`src/rtl/sb_pkg.sv`:
```
// Shared types for the ordered store buffer.
package sb_pkg;
    typedef enum logic {
        FENCE_STORE = 1'b0,
        FENCE_FULL  = 1'b1
    } fence_kind_e;
endpackage

```
`src/rtl/sb_fifo.sv`:
```
// Circular queue of pending stores.
// Exposes the entries ordered by age: index 0 is the oldest, higher indices are younger.
// Assumes DEPTH is a power of two, at least 2, and that the caller never pushes when full
// or pops when empty.
module sb_fifo #(
    parameter int DEPTH  = 4,
    parameter int ADDR_W = 8,
    parameter int DATA_W = 16
) (
    input  logic                          clk,
    input  logic                          rst_n,
    input  logic                          push,
    input  logic [ADDR_W-1:0]             push_addr,
    input  logic [DATA_W-1:0]             push_data,
    input  logic                          pop,
    output logic                          full,
    output logic                          empty,
    output logic [DEPTH-1:0][ADDR_W-1:0]  age_addr,
    output logic [DEPTH-1:0][DATA_W-1:0]  age_data,
    output logic [DEPTH-1:0]              age_live
);
    localparam int PTR_W = $clog2(DEPTH);
    localparam int CNT_W = PTR_W + 1;

    logic [DEPTH-1:0][ADDR_W-1:0] addr_mem;
    logic [DEPTH-1:0][DATA_W-1:0] data_mem;
    logic [PTR_W-1:0]             head_q;
    logic [CNT_W-1:0]             cnt_q;
    logic [PTR_W-1:0]             tail;

    assign tail  = head_q + cnt_q[PTR_W-1:0];
    assign full  = (cnt_q == CNT_W'(DEPTH));
    assign empty = (cnt_q == '0);

    // Write an accepted store into the tail slot.
    always_ff @(posedge clk) begin
        if (push) begin
            addr_mem[tail] <= push_addr;
            data_mem[tail] <= push_data;
        end
    end

    // Advance the head and the occupancy count.
    always_ff @(posedge clk) begin
        if (!rst_n) begin
            head_q <= '0;
            cnt_q  <= '0;
        end else begin
            if (pop) head_q <= head_q + PTR_W'(1);
            cnt_q <= cnt_q + CNT_W'(push) - CNT_W'(pop);
        end
    end

    // Rotate the storage into age order for the forwarding search.
    for (genvar k = 0; k < DEPTH; k++) begin : g_age
        logic [PTR_W-1:0] slot;
        assign slot        = head_q + PTR_W'(k);
        assign age_addr[k] = addr_mem[slot];
        assign age_data[k] = data_mem[slot];
        assign age_live[k] = (CNT_W'(k) < cnt_q);
    end

    a_r2_no_push_when_full: assert property (@(posedge clk) disable iff (!rst_n)
        push |-> !full);
    a_r6_no_pop_when_empty: assert property (@(posedge clk) disable iff (!rst_n)
        pop |-> !empty);
    a_r2_count_bound: assert property (@(posedge clk) disable iff (!rst_n)
        cnt_q <= CNT_W'(DEPTH));
endmodule

```
`src/rtl/sb_fwd.sv`:
```
// Load-forwarding search.
// Scans the age-ordered entries from oldest to youngest and keeps the last live match,
// so the youngest matching store supplies the data. Purely combinational.
module sb_fwd #(
    parameter int DEPTH  = 4,
    parameter int ADDR_W = 8,
    parameter int DATA_W = 16
) (
    input  logic [ADDR_W-1:0]             ld_addr,
    input  logic [DEPTH-1:0][ADDR_W-1:0]  age_addr,
    input  logic [DEPTH-1:0][DATA_W-1:0]  age_data,
    input  logic [DEPTH-1:0]              age_live,
    output logic                          hit,
    output logic [DATA_W-1:0]             fwd_data
);
    // Priority search in which younger entries override older ones.
    always_comb begin
        hit      = 1'b0;
        fwd_data = '0;
        for (int k = 0; k < DEPTH; k++) begin
            if (age_live[k] && (age_addr[k] == ld_addr)) begin
                hit      = 1'b1;
                fwd_data = age_data[k];
            end
        end
    end
endmodule

```
`src/rtl/tso_store_buffer.sv`:
```
// Store buffer giving total-store-order behaviour between a core and memory.
// Stores are accepted at once and drained oldest first. Loads forward from the youngest
// matching store or bypass to memory. Fences stall until the queue is empty.
// Assumes the core holds fence_req until fence_done, and that the memory read port
// returns data in the cycle mrd_ready is high.
module tso_store_buffer #(
    parameter int DEPTH  = 4,
    parameter int ADDR_W = 8,
    parameter int DATA_W = 16
) (
    input  logic              clk,
    input  logic              rst_n,
    input  logic              st_valid,
    output logic              st_ready,
    input  logic [ADDR_W-1:0] st_addr,
    input  logic [DATA_W-1:0] st_data,
    input  logic              ld_valid,
    output logic              ld_ready,
    input  logic [ADDR_W-1:0] ld_addr,
    output logic [DATA_W-1:0] ld_data,
    output logic              mrd_valid,
    input  logic              mrd_ready,
    output logic [ADDR_W-1:0] mrd_addr,
    input  logic [DATA_W-1:0] mrd_data,
    output logic              wr_valid,
    input  logic              wr_ack,
    output logic [ADDR_W-1:0] wr_addr,
    output logic [DATA_W-1:0] wr_data,
    input  logic              fence_req,
    input  logic              fence_kind,
    output logic              fence_done
);
    import sb_pkg::*;

    logic                          push, pop, full, empty, hit;
    logic                          fence_hold, load_hold;
    logic [DATA_W-1:0]             fwd_data;
    logic [DEPTH-1:0][ADDR_W-1:0]  age_addr;
    logic [DEPTH-1:0][DATA_W-1:0]  age_data;
    logic [DEPTH-1:0]              age_live;
    fence_kind_e                   kind;

    assign kind = fence_kind_e'(fence_kind);

    sb_fifo #(.DEPTH(DEPTH), .ADDR_W(ADDR_W), .DATA_W(DATA_W)) i_fifo (
        .clk(clk), .rst_n(rst_n), .push(push), .push_addr(st_addr), .push_data(st_data),
        .pop(pop), .full(full), .empty(empty),
        .age_addr(age_addr), .age_data(age_data), .age_live(age_live)
    );

    sb_fwd #(.DEPTH(DEPTH), .ADDR_W(ADDR_W), .DATA_W(DATA_W)) i_fwd (
        .ld_addr(ld_addr), .age_addr(age_addr), .age_data(age_data), .age_live(age_live),
        .hit(hit), .fwd_data(fwd_data)
    );

    // Fence gating: every fence holds stores back, and a full fence also holds loads.
    always_comb begin
        fence_hold = fence_req && !empty;
        load_hold  = fence_hold && (kind == FENCE_FULL);
    end

    // Store port: accept unless the queue is full or a fence is pending.
    always_comb begin
        st_ready = !full && !fence_hold;
        push     = st_valid && st_ready;
    end

    // Load port: forward on a hit, otherwise bypass to the memory read port.
    always_comb begin
        mrd_valid = ld_valid && !hit && !load_hold;
        mrd_addr  = ld_addr;
        ld_ready  = !load_hold && (hit || mrd_ready);
        ld_data   = hit ? fwd_data : mrd_data;
    end

    // Drain port: present the oldest entry until memory acknowledges it.
    always_comb begin
        wr_valid   = !empty;
        wr_addr    = age_addr[0];
        wr_data    = age_data[0];
        pop        = wr_valid && wr_ack;
        fence_done = empty;
    end

    a_r6_hold_until_ack: assert property (@(posedge clk) disable iff (!rst_n)
        (wr_valid && !wr_ack) |=> (wr_valid && $stable(wr_addr) && $stable(wr_data)));
    a_r1_push_lands: assert property (@(posedge clk) disable iff (!rst_n)
        push |=> wr_valid);
    a_r9_full_fence_blocks_loads: assert property (@(posedge clk) disable iff (!rst_n)
        (fence_req && fence_kind && !fence_done) |-> (!ld_ready && !mrd_valid && !st_ready));
    a_r8_fence_blocks_stores: assert property (@(posedge clk) disable iff (!rst_n)
        (fence_req && !fence_done) |-> !st_ready);
    a_r3_hit_skips_memory: assert property (@(posedge clk) disable iff (!rst_n)
        (ld_valid && ld_ready && !mrd_valid && !load_hold) |-> hit);
endmodule

```
`config.mk`:
```
export PLATFORM = sky130hd
export DESIGN_NAME = tso_store_buffer
export DESIGN_NICKNAME = d
export VERILOG_FILES = /design/src/rtl/sb_pkg.sv /design/src/rtl/sb_fifo.sv /design/src/rtl/sb_fwd.sv /design/src/rtl/tso_store_buffer.sv
export SDC_FILE = /design/constraint.sdc
export NUM_CORES = 1
export LEC_CHECK = 0
export BUFFER_PORTS_ARGS = -buffer_cell sky130_fd_sc_hd__buf_2
export CAP_MARGIN = 40
export CORE_UTILIZATION = 63
export CTS_CLUSTER_DIAMETER = 200
export DETAILED_ROUTE_END_ITERATION = 12
export HOLD_SLACK_MARGIN = 0.12
export PLACE_DENSITY = 0.87
export SYNTH_ARGS = -nofsm -noshare
export SYNTH_HDL_FRONTEND = slang
export SYNTH_HIERARCHICAL = 1
export SYNTH_SLANG_ARGS = --single-unit
```
`constraint.sdc`:
```
create_clock -name clk -period 7.05 [get_ports clk]
set_input_delay 1.41 -clock clk [delete_from_list [all_inputs] [get_ports clk]]
set_output_delay 1.41 -clock clk [all_outputs]
set_load 0.01 [all_outputs]
```
### Word-level counts from Yosys, hierarchy flattened

Index checks and enable logic that the tools add are counted.

| storage, ports and cells | value |
|---|---|
| output and inout bits | 53 |
| word-level logic and storage cells | 82 |
| register bits after elaboration | 101 |
| input port bits | 56 |

| cells by class | value |
|---|---|
| add/subtract/negate cells | 6 |
| mux-type cells | 31 |
| equality and inequality tests | 5 |
| order comparisons | 10 |
| reduce and logical (&&, ||, !) cells | 20 |

Operators with widths:

| cell | number |
|---|---|
| $mux 16 | 10 |
| $bmux 16 s2 | 4 |
| $bmux 8 s2 | 4 |
| $bwmux 64 | 1 |
| $mux 8 | 5 |
| $bwmux 32 | 1 |
| $demux 16 s2 | 1 |
| $eq 8x8->1 | 4 |
| $demux 8 s2 | 1 |
| $lt 2x3->1 const B | 5 |
| $logic_and 1x1->1 | 13 |
| $lt 1x3->1 const A | 2 |
| $lt 2x3->1 const A | 2 |
| $logic_not 1->1 | 5 |
| $add 2x2->2 const B | 2 |
| $mux 1 | 4 |
| $add 3x1->3 | 1 |
| $eq 3x3->1 const B | 1 |
| $logic_not 3->1 | 1 |
| $sub 3x1->3 | 1 |
| $add 2x1->2 const B | 1 |
| $add 2x2->2 | 1 |
| $ge 2x1->1 const B | 1 |
| $logic_or 1x1->1 | 1 |

### Longest topological paths before layout

Gate-level depths: netlist (run 1).

| logic depth | value |
|---|---|
| depth after elaboration | 11 |
| mapped depth | 12 |
| gate-level depth less buffers | 8 |

### Modules after synthesis

The synthesis (run 1) kept the hierarchy.

By module, submodules not included:

| module | cells an instance | sequential area each (µm²) | area each (µm²) | times used |
|---|---|---|---|---|
| sb_fifo | 255 | 2,982.9 | 5,672.9 | 1 |
| sb_fwd | 171 | 0.0 | 1,112.3 | 1 |
| tso_store_buffer | 35 | 0.0 | 355.3 | 1 |

### Worst setup path before layout (run 1)

Ideal clock, no wire load.

| path | value |
|---|---|
| path kind | input port to output port |
| start point | input port ld_addr[0] |
| end point | output port ld_data[10] |
| setup slack | 2.574 ns |
| buffers on the path | 3 |
| required time | 5.640 ns |
| cell stages on the path | 8 |
| arrival | 3.066 ns |
| cell sequence | buf_6 xnor2_4 nand2_1 nor3_1 or4_1 buf_6 buf_12 mux2_4 |

| between the ends | value |
|---|---|
| longest elaborated chain between the ends | 7 |
| elaborated cells on any way between the ends | 17 |

RTL lines:

| element | line | RTL |
|---|---|---|
| from (decl) | tso_store_buffer.sv:19 | `input logic [ADDR_W-1:0] ld_addr,` |
| $eq 8x8->1 | sb_fwd.sv:21 | `if (age_live[k] && (age_addr[k] == ld_addr)) begin` |
| $logic_and 1x1->1 | sb_fwd.sv:21 |  |
| $mux 1 (3 in a row) | sb_fwd.sv:21 |  |
| $mux 1 (*) | sb_fwd.sv:21 |  |
| via hit | tso_store_buffer.sv:35 | `logic push, pop, full, empty, hit;` |
| $mux 16 (*) | tso_store_buffer.sv:73 | `ld_data = hit ? fwd_data : mrd_data;` |
| to (decl) | tso_store_buffer.sv:20 | `output logic [DATA_W-1:0] ld_data,` |

The timed path passes the listed nets; every way through them passes the cells marked *.

==> out/qor.yml, run 1 <==
sta:
  fin_worst_skew_ns: 0.005824
  fin_crit_sh: 0.8457
  post_layout_min_period_ns: 5.962
  slew_headroom: 0.3476
  rsz0062_at_grt: "no"
  report.final.hold_viol_count: 0
  final-max-slew-violation-count: 0
  report.final.setup_viol: 0
  worst-slew-pin-transition_ns: 0.9711
  clock.fmax_mhz: 167.7
  setup_tns_ns: 0
route:
  drc: 0
  detail_route.vias_per_cell: 7.122
  ant_nets: 0
  initialDrtViolationCount: 444
  routed-via-count: 4850
  detail_route.first_pass.iterations: 5
  wl_um: 15750
  routed_wire_length_per_instance_um: 23.13
run:
  max_cap_viol_count: 0
clock_tree:
  root_buffer: "sky130_fd_sc_hd__clkbuf_16"
  cts_inserted_buffers: 9
  cts.reportedPaths.clkPinSlew_ns: 0.07
  post_cts.resized_instances: 0
  cts_hold_repair.buffers: 0
  clockBufferDepth: 2
  htree_num_levels: 3
  cts.sink_count: 101
  tritoncts: "built"
  post-cts-setup-buffers: 0
  clock_insertion_delay_worst_skew_ns: 0.34
synth:
  synthCells: 461
  synth_seq_cells: 101
  synth_area_per_cell_um2: 15.49
  yosysSeqAreaShare: 0.4177
  unique_cell_type_count_in_the_yosys_netlist: 44
  post_synth_xor_area_fraction: 0.05081
  yosys_warnings: 6
  synthesized_area_fraction_occupied_by_ao_oa_aoi_and_oai_cells: 0.05152
  synth-adder-area-share: 0.01156
  largest_family_of_logic_cells_by_synthesized_area: "multiplexers"
  mappedNetlistNets: 523
  synthesis.area_um2: 7141
  synth-simple-area-share: 0.06518
  synthMuxAreaShare: 0.3327
global_routing:
  antenna_found_initial: 0
  first_global_vias: 4639
  grtUsageTotal: 0.2824
  grt_first_pass_wirelength_um: 24510
  largest_net_degree_at_the_start_of_global_routing: 41
  overflow: 0
die:
  die_area_um2: 11760
  ioPinCount: 109
  design.core.area_um2: 10940
  start_util: 0.6530
  x_dimension_of_the_die_um: 108.5
  rows: 38
  floorplan.die.height_um: 108.5
critical_path:
  worst_setup_path_end_kind: "output port"
  critical_path_class: "flop to output port"
  critPathRequiredTime_ns: 5.64
  number_of_cells_on_the_worst_reg_to_reg_path: 4
  worst_setup_path_start_kind: "flop"
  crit_path_max_fanout: 40
  critPathArrivalTime_ns: 4.55
final_layout:
  final_cell_mix: "sky130_fd_sc_hd__buf_2 (108), sky130_fd_sc_hd__mux4_2 (96), sky130_fd_sc_hd__edfxtp_1 (96)"
  final_util: 0.7206
  fill_cell_total_of_the_finished_layout: 696
  syn_to_final_growth_pct: 10.36
  drive_gt1_frac: 0.4759
  final_common_cell: "sky130_fd_sc_hd__buf_2"
  final_net_count: 597
power_and_ir_drop:
  cellPowerDensity_nw_per_um2: 350.6
  p_leak_nw: 2.549
  power.ir.vdd_worst_mv: 0.2458
placement:
  buffer_ports.inserted: 108
  globalplace.congestion: 0.7983
  hpwl_um: 10760
worst_hold_path:
  hold-path-cell-count: 4
  min-delay-path-class: "flop to flop"
outcome:
  status: "complete, no violations"
stage by stage:
| step | power [mW] | cell area [um2] | instances | setup slack [ns] | hold slack (ns) |
|---|---|---|---|---|---|
| floorplan | 1.937 | 7141 | 461 | 2.574 | 0.6761 |
| global placement | 2.152 | 7466 | 660 | 1.275 | 0.7414 |
| detailed placement | 2.235 | 7561 | 664 | 1.397 | 0.7727 |
| CTS | 2.764 | 7878 | 680 | 1.128 | 0.7865 |
| global route | 2.896 | 7878 | 680 | 0.8601 | 0.8289 |
| finish | 2.763 | 7880 | 681 | 1.088 | 0.7795 |
logic make-up (layout without fill, tap and decap cells):
family,Yosys count,in the layout
DFF,101,101
and+or+nand+nor,90,90
muxes,112,112
buffers and inverters,63,142
other,0,1
adders and majority gates,6,6
AOI/OAI and AO/OA,53,53
xor gates and xnor gates,36,36
layer usage:
metal  part of all wire  up-vias  GRT usage
li1                   -     2044          -
met1               0.36     2405     0.3743
met2               0.50      345     0.4656
met3               0.10       56    0.04159
met4              0.034        0     0.1293
met5                  0        -          0
registers in the layout (all words and copies together), names as in the netlist:
| signal | cells |
|---|---|
| i_fifo/data_mem | 64 |
| i_fifo/head_q | 2 |
| i_fifo/cnt_q | 3 |
| i_fifo/addr_mem | 32 |
power by group:
group          internal, mW  switching (mW)  total (mW)
clock network         0.311           0.210       0.521
logic                 0.642           0.646        1.29
registers             0.812           0.141       0.953
worst max-delay path, stage by stage, from the launching register on:
cell and delay [ns]:
sky130_fd_sc_hd__dfxtp_4 0.54, sky130_fd_sc_hd__buf_4 0.53, sky130_fd_sc_hd__mux4_2 0.40, sky130_fd_sc_hd__xnor2_1 0.20
sky130_fd_sc_hd__nand4_1 0.55, sky130_fd_sc_hd__nor3_1 0.81, sky130_fd_sc_hd__or4_1 0.48, sky130_fd_sc_hd__buf_16 0.21
sky130_fd_sc_hd__mux2_2 0.34, sky130_fd_sc_hd__buf_2 0.14
synth_stat cells, drive strengths merged:
cell type | n | area [um2]
a22o | 6 | 52.55
edfxtp | 96 | 2883
nand3 | 26 | 130.1
and2 | 2 | 12.51
nor3 | 17 | 90.09
ha | 5 | 62.56
xor3 | 1 | 23.77
nor3b | 1 | 7.510
nor2b | 2 | 12.51
buf | 41 | 414.2
nand3b | 1 | 7.510
o21ai | 20 | 100.1
nand2 | 16 | 60.06
a311oi | 10 | 87.58
dfxtp | 5 | 100.1
nand4 | 4 | 25.02
inv | 8 | 30.03
mux2 | 16 | 214.0
mux4 | 96 | 2162
or4 | 1 | 7.510
xor2 | 1 | 8.760
or2 | 1 | 6.260
o221ai | 6 | 52.55
xnor3 | 1 | 22.52
xnor2 | 33 | 307.8
clkbuf | 14 | 58.80
o21a | 6 | 45.04
nor2 | 8 | 30.03
fa | 1 | 20.02
a21bo | 1 | 10.01
a21oi | 4 | 20.02
nand2b | 2 | 15.02
or3 | 9 | 61.31
layout make-up:
class / count / area (um2) / share of cell area
sequential: 101 / 2990 / 0.3795
clock buffer: 10 / 229.0 / 0.02906
clock inverter: 6 / 87.58 / 0.01111
multi-input combinational: 297 / 3685 / 0.4676
timing repair buffer: 118 / 680.7 / 0.08638
inverter: 8 / 30.03 / 0.003811
antenna: 1 / 2.502 / 0.0003176
tap: 140 / 175.2 / 0.02223
worst paths after layout:
check | from | to | slack [ns]
setup / recovery | i_fifo/head_q[1]$_SDFFE_PN0P_ | ld_data[2] | 1.09
hold reg to reg | i_fifo/cnt_q[2]$_SDFF_PN0_ | i_fifo/cnt_q[2]$_SDFF_PN0_ | 0.78
setup reg to reg | i_fifo/head_q[0]$_SDFFE_PN0P_ | i_fifo/data_mem[31]$_DFFE_PP_ | 3.95
hold / removal | i_fifo/cnt_q[2]$_SDFF_PN0_ | i_fifo/cnt_q[2]$_SDFF_PN0_ | 0.78
(Power assumes the default switching activity.)
==> inputs of run 2 (changes only) <==
Settings changed: CORE_UTILIZATION 63 to 53, PLACE_DENSITY 0.87 to 0.78.
Clock period 7.05 ns to 5.16 ns, I/O delays scaled along.
==> out/qor.yml, run 2 (synthesized netlist as in run 1, its figures left out) <==
critical_path:
  worst_setup_path_start_kind: "flop"
  critPathArrivalTime_ns: 3.82  # -0.73 ns
  critical_path_class: "flop to output port"
  worst_setup_path_end_kind: "output port"
  crit_path_max_fanout: 21  # -48%
  critPathRequiredTime_ns: 4.13  # -1.51 ns
route:
  detail_route.first_pass.iterations: 5  # unchanged
  routed-via-count: 4832  # -0.37%
  initialDrtViolationCount: 517  # +16%
  routed_wire_length_per_instance_um: 22.61  # -2.3%
  detail_route.vias_per_cell: 6.674  # -6.3%
  drc: 0  # unchanged
  ant_nets: 0  # unchanged
  wl_um: 16370  # +3.9%
clock_tree:
  cts.sink_count: 101  # unchanged
  htree_num_levels: 3  # unchanged
  cts_hold_repair.buffers: 0  # unchanged
  tritoncts: "built"
  cts.reportedPaths.clkPinSlew_ns: 0.07  # about the same
  root_buffer: "sky130_fd_sc_hd__clkbuf_16"
  clockBufferDepth: 2  # unchanged
  clock_insertion_delay_worst_skew_ns: 0.35  # about the same
  cts_inserted_buffers: 9  # unchanged
final_layout:
  largest_registers: "i_fifo/data_mem: 64 flops, i_fifo/addr_mem: 32 flops, i_fifo/cnt_q: 3 flops"
  seqCellArea_um2: 2990  # unchanged
  final_net_count: 605  # +1.3%
  final_util: 0.6077  # -0.1129
  fill_cell_total_of_the_finished_layout: 940  # +35%
  most_flops_register: "i_fifo/data_mem"
  final_common_cell: "sky130_fd_sc_hd__buf_2"
  multiInputGateArea_um2: 3690  # +0.14%
  largest_register_ffs: 64  # unchanged
  post_layout_nonfiller_instances: 724  # +6.3%
  diodes: 0  # -1
  final_cell_mix: "sky130_fd_sc_hd__buf_2 (108), sky130_fd_sc_hd__mux4_2 (96), sky130_fd_sc_hd__edfxtp_1 (96)"
  drive_gt1_frac: 0.4872  # +0.01130
  syn_to_final_growth_pct: 12.25
sta:
  post_layout_min_period_ns: 4.849
  slew_headroom: 0.3341  # -0.01354
  rsz0062_at_grt: "no"
  fin_worst_skew_ns: 0.008311  # +0.002487 ns
  final-max-slew-violation-count: 0  # unchanged
  fin_crit_sh: 0.9398
  setup_tns_ns: 0  # unchanged
  report.final.hold_viol_count: 0  # unchanged
  worst-slew-pin-transition_ns: 0.9912  # +0.02015 ns
  timing.final.ws_setup_ns: 0.3107  # -0.7771 ns
  report.final.setup_viol: 0  # unchanged
  clock.fmax_mhz: 206.2
placement:
  placement.setup.worst_slack_ns: 0.4959  # -0.9011 ns
  numPlacedInstances: 707  # +6.5%
  hpwl_um: 11110  # +3.2%
  globalplace.congestion: 0.8227  # +3.1%
  buffer_ports.inserted: 108  # unchanged
global_routing:
  grt_first_pass_wirelength_um: 25250  # +3.0%
  first_global_vias: 4760  # +2.6%
  overflow: 0  # unchanged
  grtUsageTotal: 0.2394  # -0.04303
  antenna_found_initial: 0  # unchanged
  largest_net_degree_at_the_start_of_global_routing: 41  # unchanged
die:
  floorplan.die.height_um: 118.1  # +8.9%
  x_dimension_of_the_die_um: 118.1  # +8.9%
  ioPinCount: 109  # unchanged
  rows: 42  # +11%
  die_area_um2: 13940  # +19%
  design.core.area_um2: 13190  # +21%
  start_util: 0.5414  # -0.1116
outcome:
  status: "complete, no violations"
power_and_ir_drop:
  totalPowerFinal_mw: 3.845  # +39%
  cellPowerDensity_nw_per_um2: 479.7  # +37%
  p_leak_nw: 2.584  # +1.4%
  power.ir.vdd_worst_mv: 0.2031  # -17%
worst_hold_path:
  min-delay-path-class: "flop to flop"
run:
  max_cap_viol_count: 0  # unchanged
==> run 2: cell types whose count changed in the layout (fill, tap and decap cells not counted) <==
cell | previous run | this run
sky130_fd_sc_hd__buf_16 | 2 | 4
sky130_fd_sc_hd__buf_4 | 6 | 12
sky130_fd_sc_hd__bufinv_16 | 2 | 1
sky130_fd_sc_hd__clkbuf_1 | 1 | 0
sky130_fd_sc_hd__clkinv_2 | 2 | 0
sky130_fd_sc_hd__clkinv_4 | 2 | 0
sky130_fd_sc_hd__clkinvlp_4 | 0 | 3
sky130_fd_sc_hd__diode_2 | 1 | 0
sky130_fd_sc_hd__inv_6 | 0 | 3
sky130_fd_sc_hd__nor3_1 | 16 | 15
sky130_fd_sc_hd__nor3_2 | 1 | 2
==> run 2: final timing paths <==
kind | start | endpoint | slack [ns] | depth (start not counted)
min | i_fifo/cnt_q[2]$_SDFF_PN0_ | i_fifo/cnt_q[2]$_SDFF_PN0_ | 0.78 | 4
min reg2reg | i_fifo/cnt_q[2]$_SDFF_PN0_ | i_fifo/cnt_q[2]$_SDFF_PN0_ | 0.78 | 4
max | i_fifo/head_q[0]$_SDFFE_PN0P_ | ld_data[1] | 0.31 | 8
max reg2reg | i_fifo/head_q[0]$_SDFFE_PN0P_ | i_fifo/addr_mem[13]$_DFFE_PP_ | 2.22 | 6
==> run 2: layout make-up <==
cell class | count | area share
sequential | 101 | 0.3731
timing repair buffer | 126 | 0.09741
clock buffer | 9 | 0.02810
multi-input combinational | 297 | 0.4603
clock inverter | 7 | 0.009835
inverter | 8 | 0.003746
tap | 176 | 0.02747
==> run 2: per-layer routing <==
metal / vias to the layer above / part of all wire / GRT usage / routed length, um
li1: 2058 / - / - / -
met1: 2416 / 0.36 / 0.3070 / 5931
met2: 306 / 0.51 / 0.3904 / 8278
met3: 52 / 0.096 / 0.05717 / 1566
met4: 0 / 0.036 / 0.1026 / 594
met5: - / 0 / 0 / 0
==> run 2: what timing repair did <==
item	CTS	global route
gates resized for setup	0	1
hold endpoints to repair	0	0
setup endpoints to repair	0	12
buffers inserted	0	1
==> run 2: per-stage QoR <==
stage	area (um2)	hold WS, ns
2_1_floorplan	7141	0.6761
3_3_place_gp	7576	0.7401
3_5_place_dp	7686	0.7857
4_1_cts	7990	0.8031
5_1_grt	8015	0.8239
6_report	8015	0.7818
==> run 2: power by group <==
part / internal (mW) / switching, mW
Combinational: 0.935 / 0.920
Sequential: 1.11 / 0.187
Clock: 0.381 / 0.314
Total: 2.42 / 1.42
==> run 2: critical path: stages, from the launching register on <==
cell and delay (ns):
sky130_fd_sc_hd__dfxtp_4 0.62, sky130_fd_sc_hd__mux4_2 0.60, sky130_fd_sc_hd__xnor2_1 0.24, sky130_fd_sc_hd__nand4_1 0.40
sky130_fd_sc_hd__nor3_1 0.42, sky130_fd_sc_hd__or4_1 0.45, sky130_fd_sc_hd__buf_12 0.22, sky130_fd_sc_hd__mux2_2 0.36
sky130_fd_sc_hd__buf_2 0.14
